[src/rtl/pport_pkg.sv]
package pport_pkg;

    typedef enum logic [2:0] {
        ST_IDLE      = 3'd0,
        ST_SETUP     = 3'd1,
        ST_STROBE    = 3'd2,
        ST_WAIT_FALL = 3'd3,
        ST_WAIT_RISE = 3'd4
    } pport_state_e;

    function automatic int max3(input int a, input int b, input int c);
        int m;
        m = (a > b) ? a : b;
        return (m > c) ? m : c;
    endfunction

endpackage

[src/rtl/pport_sync.sv]
module pport_sync #(
    parameter int   STAGES  = 2,
    parameter logic RST_VAL = 1'b0
) (
    input  logic clk,
    input  logic rst_n,
    input  logic async_in,
    output logic sync_out
);
    logic [STAGES-1:0] chain;

    generate
        genvar i;
        for (i = 0; i < STAGES; i++) begin : g_stage
            if (i == 0) begin : g_first
                always_ff @(posedge clk or negedge rst_n) begin
                    if (!rst_n) chain[0] <= RST_VAL;
                    else        chain[0] <= async_in;
                end
            end else begin : g_next
                always_ff @(posedge clk or negedge rst_n) begin
                    if (!rst_n) chain[i] <= RST_VAL;
                    else        chain[i] <= chain[i-1];
                end
            end
        end
    endgenerate

    assign sync_out = chain[STAGES-1];
endmodule

[src/rtl/pport_timer.sv]
module pport_timer #(
    parameter int CNT_W = 8
) (
    input  logic             clk,
    input  logic             rst_n,
    input  logic             load,
    input  logic [CNT_W-1:0] load_val,
    output logic             expired
);
    logic [CNT_W-1:0] cnt;

    always_ff @(posedge clk or negedge rst_n) begin
        if (!rst_n)          cnt <= '0;
        else if (load)       cnt <= load_val;
        else if (cnt != '0)  cnt <= cnt - 1'b1;
    end

    assign expired = (cnt == '0);
endmodule

[src/rtl/pport_datareg.sv]
module pport_datareg #(
    parameter int DATA_W = 8
) (
    input  logic              clk,
    input  logic              rst_n,
    input  logic              capture,
    input  logic [DATA_W-1:0] din,
    output logic [DATA_W-1:0] dout
);
    always_ff @(posedge clk or negedge rst_n) begin
        if (!rst_n)       dout <= '0;
        else if (capture) dout <= din;
    end
endmodule

[src/rtl/pport_tx.sv]
module pport_tx
    import pport_pkg::*;
#(
    parameter int DATA_W         = 8,
    parameter int SETUP_CYCLES   = 5,
    parameter int STB_CYCLES     = 50,
    parameter int TIMEOUT_CYCLES = 5000,
    parameter int SYNC_STAGES    = 2
) (
    input  logic              clk,
    input  logic              rst_n,
    input  logic [DATA_W-1:0] tx_data,
    input  logic              tx_valid,
    output logic              tx_ready,
    output logic [DATA_W-1:0] pd_out,
    output logic              strobe_n,
    input  logic              ack_n_in,
    input  logic              busy_in,
    output logic              done,
    output logic              timeout_err
);
    localparam int MAX_CNT = max3(SETUP_CYCLES, STB_CYCLES, TIMEOUT_CYCLES);
    localparam int CNT_W   = $clog2(MAX_CNT + 1);
    localparam logic [CNT_W-1:0] SETUP_LD = CNT_W'(SETUP_CYCLES - 1);
    localparam logic [CNT_W-1:0] STB_LD   = CNT_W'(STB_CYCLES - 1);
    localparam logic [CNT_W-1:0] TO_LD    = CNT_W'(TIMEOUT_CYCLES - 1);

    pport_state_e state, state_nx;

    logic ack_s, ack_prev, busy_s;
    logic ack_fall, ack_rise;
    logic accept;
    logic tmr_load, tmr_exp;
    logic [CNT_W-1:0] tmr_val;
    logic finish_ok, finish_to;

    // Input synchronizers: acknowledge idles high, busy idles low
    pport_sync #(.STAGES(SYNC_STAGES), .RST_VAL(1'b1)) u_ack_sync (
        .clk(clk), .rst_n(rst_n), .async_in(ack_n_in), .sync_out(ack_s)
    );
    pport_sync #(.STAGES(SYNC_STAGES), .RST_VAL(1'b0)) u_busy_sync (
        .clk(clk), .rst_n(rst_n), .async_in(busy_in), .sync_out(busy_s)
    );

    // Edge detection on the synchronized acknowledge
    always_ff @(posedge clk or negedge rst_n) begin
        if (!rst_n) ack_prev <= 1'b1;
        else        ack_prev <= ack_s;
    end
    assign ack_fall = ack_prev & ~ack_s;
    assign ack_rise = ~ack_prev & ack_s;

    pport_timer #(.CNT_W(CNT_W)) u_timer (
        .clk(clk), .rst_n(rst_n), .load(tmr_load), .load_val(tmr_val),
        .expired(tmr_exp)
    );

    pport_datareg #(.DATA_W(DATA_W)) u_data (
        .clk(clk), .rst_n(rst_n), .capture(accept), .din(tx_data),
        .dout(pd_out)
    );

    // State register
    always_ff @(posedge clk or negedge rst_n) begin
        if (!rst_n) state <= ST_IDLE;
        else        state <= state_nx;
    end

    // Next state, timer loads and completion events
    always_comb begin
        state_nx  = state;
        tmr_load  = 1'b0;
        tmr_val   = '0;
        finish_ok = 1'b0;
        finish_to = 1'b0;
        unique case (state)
            ST_IDLE: begin
                if (accept) begin
                    state_nx = ST_SETUP;
                    tmr_load = 1'b1;
                    tmr_val  = SETUP_LD;
                end
            end
            ST_SETUP: begin
                if (tmr_exp) begin
                    state_nx = ST_STROBE;
                    tmr_load = 1'b1;
                    tmr_val  = STB_LD;
                end
            end
            ST_STROBE: begin
                // acknowledge edges are deliberately ignored here
                if (tmr_exp) begin
                    state_nx = ST_WAIT_FALL;
                    tmr_load = 1'b1;
                    tmr_val  = TO_LD;
                end
            end
            ST_WAIT_FALL: begin
                if (ack_fall) begin
                    state_nx = ST_WAIT_RISE;
                end else if (tmr_exp) begin
                    state_nx  = ST_IDLE;
                    finish_to = 1'b1;
                end
            end
            ST_WAIT_RISE: begin
                if (ack_rise) begin
                    state_nx  = ST_IDLE;
                    finish_ok = 1'b1;
                end else if (tmr_exp) begin
                    state_nx  = ST_IDLE;
                    finish_to = 1'b1;
                end
            end
            default: state_nx = ST_IDLE;
        endcase
    end

    // Outputs decoded from state
    always_comb begin
        tx_ready = (state == ST_IDLE) && !busy_s;
        strobe_n = (state != ST_STROBE);
        accept   = tx_ready && tx_valid;
    end

    // Sticky result flags
    always_ff @(posedge clk or negedge rst_n) begin
        if (!rst_n) begin
            done        <= 1'b0;
            timeout_err <= 1'b0;
        end else if (accept) begin
            done        <= 1'b0;
            timeout_err <= 1'b0;
        end else if (finish_ok) begin
            done        <= 1'b1;
        end else if (finish_to) begin
            timeout_err <= 1'b1;
        end
    end
endmodule

[config.mk]
export PLATFORM = sky130hd
export DESIGN_NAME = pport_tx
export DESIGN_NICKNAME = d
export VERILOG_FILES = /design/src/rtl/pport_pkg.sv /design/src/rtl/pport_sync.sv /design/src/rtl/pport_timer.sv /design/src/rtl/pport_datareg.sv /design/src/rtl/pport_tx.sv
export SDC_FILE = /design/constraint.sdc
export NUM_CORES = 1
export LEC_CHECK = 0
export BUFFER_PORTS_ARGS = -buffer_cell sky130_fd_sc_hd__clkbuf_2
export CORE_MARGIN = 4
export CORE_UTILIZATION = 30
export CTS_BUF_LIST = sky130_fd_sc_hd__clkbuf_8
export DETAILED_ROUTE_END_ITERATION = 10
export PLACE_DENSITY = 0.49
export SYNTH_ARGS = -nofsm -noshare
export SYNTH_HDL_FRONTEND = slang
export SYNTH_SLANG_ARGS = --single-unit
[constraint.sdc]
create_clock -name clk -period 3.6 [get_ports clk]
set_clock_uncertainty 0.1 [all_clocks]
set_input_delay 0.18 -clock clk [delete_from_list [all_inputs] [get_ports clk]]
set_output_delay 0.18 -clock clk [all_outputs]
set_load 0.005 [all_outputs]
==> impl_metrics.json <==
{
  "h-tree-depth": 2,
  "cts_buffer_depth": 2,
  "hold_violations": 0,
  "ys.flop_type": "dfrtp_1",
  "routedWlPerCell_um": 12.94,
  "worst_hold_slack_ns": 0.2007,
  "p_leak_nw": 0.8121,
  "required_ns": 3.71,
  "grt_use_total_pct": 11.40,
  "fin_tns_setup_ns": 0,
  "slew-limit-headroom_pct": 49.09,
  "antenna_cells": 0,
  "grt_remaining_overflow": 0,
  "hold_path_class": "in2reg",
  "fp.dieW_um": 76.65,
  "power.total_uw": 755.1,
  "start_kind": "register",
  "finalWeightedCongestion": 0.8024,
  "port_buffers": 24,
  "dp_hpwl_mm": 2.064,
  "synth_top_area_share_pct": 49.56,
  "hp-start": "tx_valid",
  "worstReg2RegEnd": "state[0]",
  "vias": 1156,
  "arrival_ns": 2.57,
  "drtIter0Drc": 94,
  "timing.final.crit_share_pct": 68.40,
  "drc": 0,
  "critPathCaptureType": "register",
  "grt_max_degree": 32,
  "worst-path-max-fanout": 9,
  "vias_per_cell": 4.961,
  "wl_mm": 3.016,
  "p_per_area_nw_per_um2": 420.0,
  "yosysWarnings": 0,
  "syn_avg_cell_area_um2": 9.684,
  "worst_pin_slew_ns": 0.7636,
  "rrSetupSlack_ns": 1.14,
  "yosysTopAreaCell": "dfrtp_1",
  "cts.sinks": 31,
  "core_area_um2": 4444,
  "dr.pass1.iters": 4,
  "synth_area_leaders": "dfrtp_1 (50%), nand2_1 (7.7%), dfstp_2 (5.6%)",
  "layout-drive-gt1-share_pct": 22.10,
  "fmax_mhz": 406.1,
  "grt_pass1_wl_mm": 5.306,
  "ys_seq_area_share_pct": 55.13,
  "path_cells": "inv_1, ha_1, or3b_2, or4_1, or2_0, a31oi_1",
  "r2r_cells": 6,
  "rr_startpoint": "u_timer.cnt[0]",
  "ant_nets": 0,
  "holdPathStages": 3,
  "cts_tree": "done",
  "min_period_ns": 2.462,
  "synth_edf_count": 0,
  "crit_slowest_cell": "or4_1",
  "final_max_slew_viol_count": 0,
  "antenna_found_initial": 0,
  "dieArea_um2": 5875,
  "max_stage_delay_ns": 0.64,
  "critPathKind": "reg2reg",
  "cts_setup_buffers": 0,
  "start_util_pct": 31.81,
  "fillerInstances": 427,
  "path_clk_slew_ns": 0.07,
  "ys_seq_elements": 31,
  "insertion_delay_ns": 0.28,
  "dieHeight_um": 76.65,
  "syn_area_um2": 1414,
  "syn_nets": 160,
  "num_rows": 24,
  "rsz0062_at_grt": "false",
  "setup_violations": 0,
  "ir_drop_v": 0.0002502,
  "synth_cells": 146,
  "cts_buffers": 5,
  "ios": 25,
  "syn_to_final_growth_pct": 27.17,
  "synth_cell_types": 34,
  "grt_pass1_vias": 1141,
  "cts_root_buffer": "clkbuf_8",
  "ys_async_sr_fraction_pct": 100.0,
  "fin_nets": 194,
  "holdPathEnd": "state[0]",
  "outcome": "finished clean",
  "max_cap_viol_count": 0
}
[where the power goes]
| group | internal (mW) | leakage [nW] | switching, mW |
|---|---|---|---|
| Combinational | 0.0203 | 0.388 | 0.0167 |
| Clock | 0.224 | 0.0612 | 0.128 |
| Sequential | 0.360 | 0.362 | 0.00638 |
| Total | 0.604 | 0.812 | 0.151 |
[worst max-delay path by stage]
stage | from | endpoint | slack, ns | depth (start not counted)
after floorplan | u_timer.cnt[0] | state[0] | 1.22 | 8
after global placement | u_timer.cnt[4] | state[0] | 1.21 | 4
after detailed placement | u_timer.cnt[0] | state[0] | 1.16 | 6
after CTS | u_timer.cnt[0] | state[0] | 1.14 | 6
after global routing | u_timer.cnt[0] | state[0] | 0.99 | 6
final | u_timer.cnt[0] | state[0] | 1.14 | 6
[state kept, by name (all words and copies together) (netlist names)]
register / count
u_timer.cnt: 13
u_data.dout: 8
state: 3
ack_prev: 1
done: 1
timeout_err: 1
u_ack_sync.chain: 1
u_ack_sync.sync_out: 1
u_busy_sync.chain: 1
u_busy_sync.sync_out: 1
[layout make-up]
class / instances / area [um2] / area share [%]
clock buffers: 6 / 82.58 / 4.593
clock inverters: 2 / 35.03 / 1.949
inverters: 5 / 18.77 / 1.044
multi-input cells: 101 / 579.3 / 32.22
flip-flops and latches: 31 / 779.5 / 43.35
well taps: 52 / 65.06 / 3.619
repair buffers: 36 / 237.7 / 13.22
[metrics by stage]
stage / util (%) / setup slack [ns] / area, um2 / instances
6_report: 40.46 / 1.138 / 1798 / 233
5_1_grt: 40.46 / 0.9903 / 1798 / 233
4_1_cts: 40.46 / 1.143 / 1798 / 233
3_5_place_dp: 35.33 / 1.164 / 1570 / 214
3_3_place_gp: 35.33 / 1.208 / 1570 / 214
2_1_floorplan: - / 1.224 / 1414 / 146
[cell usage in the layout, fill, tap and decap left out, drive strengths merged, types with 2 or more instances in the layout]
cell / count
a21oi: 5
a31oi: 3
clkbuf: 30
dfrtp: 28
dfstp: 3
dlygate4sd3: 11
inv: 5
nand2: 29
nand2b: 2
nand3: 3
nor2: 8
nor2b: 4
nor4: 5
o21ai: 10
o31ai: 4
or2: 2
or3: 2
or3b: 2
or4: 6
xnor2: 5
xor2: 2
[worst max-delay path, delay by kind of cell, from the launching register on]
family                   cells  cell delay (ns)
AO/OA/AOI/OAI                1             0.16
adder cells (fa/ha/maj)      1             0.17
buffers and inverters        1             0.09
flip-flops                   1             0.39
AND/OR/NAND/NOR              3             1.47
[Yosys cell counts (all sizes together), types with 3 or more instances]
cell type and count:
nor2 8, o21ai 10, dfrtp 28, nor2b 4, nor4 5, or4 6, clkbuf 7, nand2 29
xnor2 5, nand3 3, a31oi 3, a21oi 5, dfstp 3, inv 5, o31ai 4
[logic make-up (layout without fill, tap and decap cells)]
kind of cell,after synthesis,after routing,share of synthesized area (%)
compound gates,23,23,9.469
xor+xnor,7,7,4.336
fa+ha+maj,1,1,0.8848
buf+inv,14,49,3.894
flops,31,31,55.13
mux,1,1,0.7080
simple gates,69,69,25.57
[per-layer routing]
metal	share of wire [%]	global-route usage (%)	up-vias
met5	0	0	-
met4	2.7	6.522	0
met3	4.9	3.630	7
met2	46	16.70	33
met1	47	14.75	552
li1	-	-	564
[what timing repair did]
action	CTS	global route
gates resized for setup	0	0
hold endpoints to repair	38	0
hold buffers	11	0
Power figures use the tool's default switching activity.
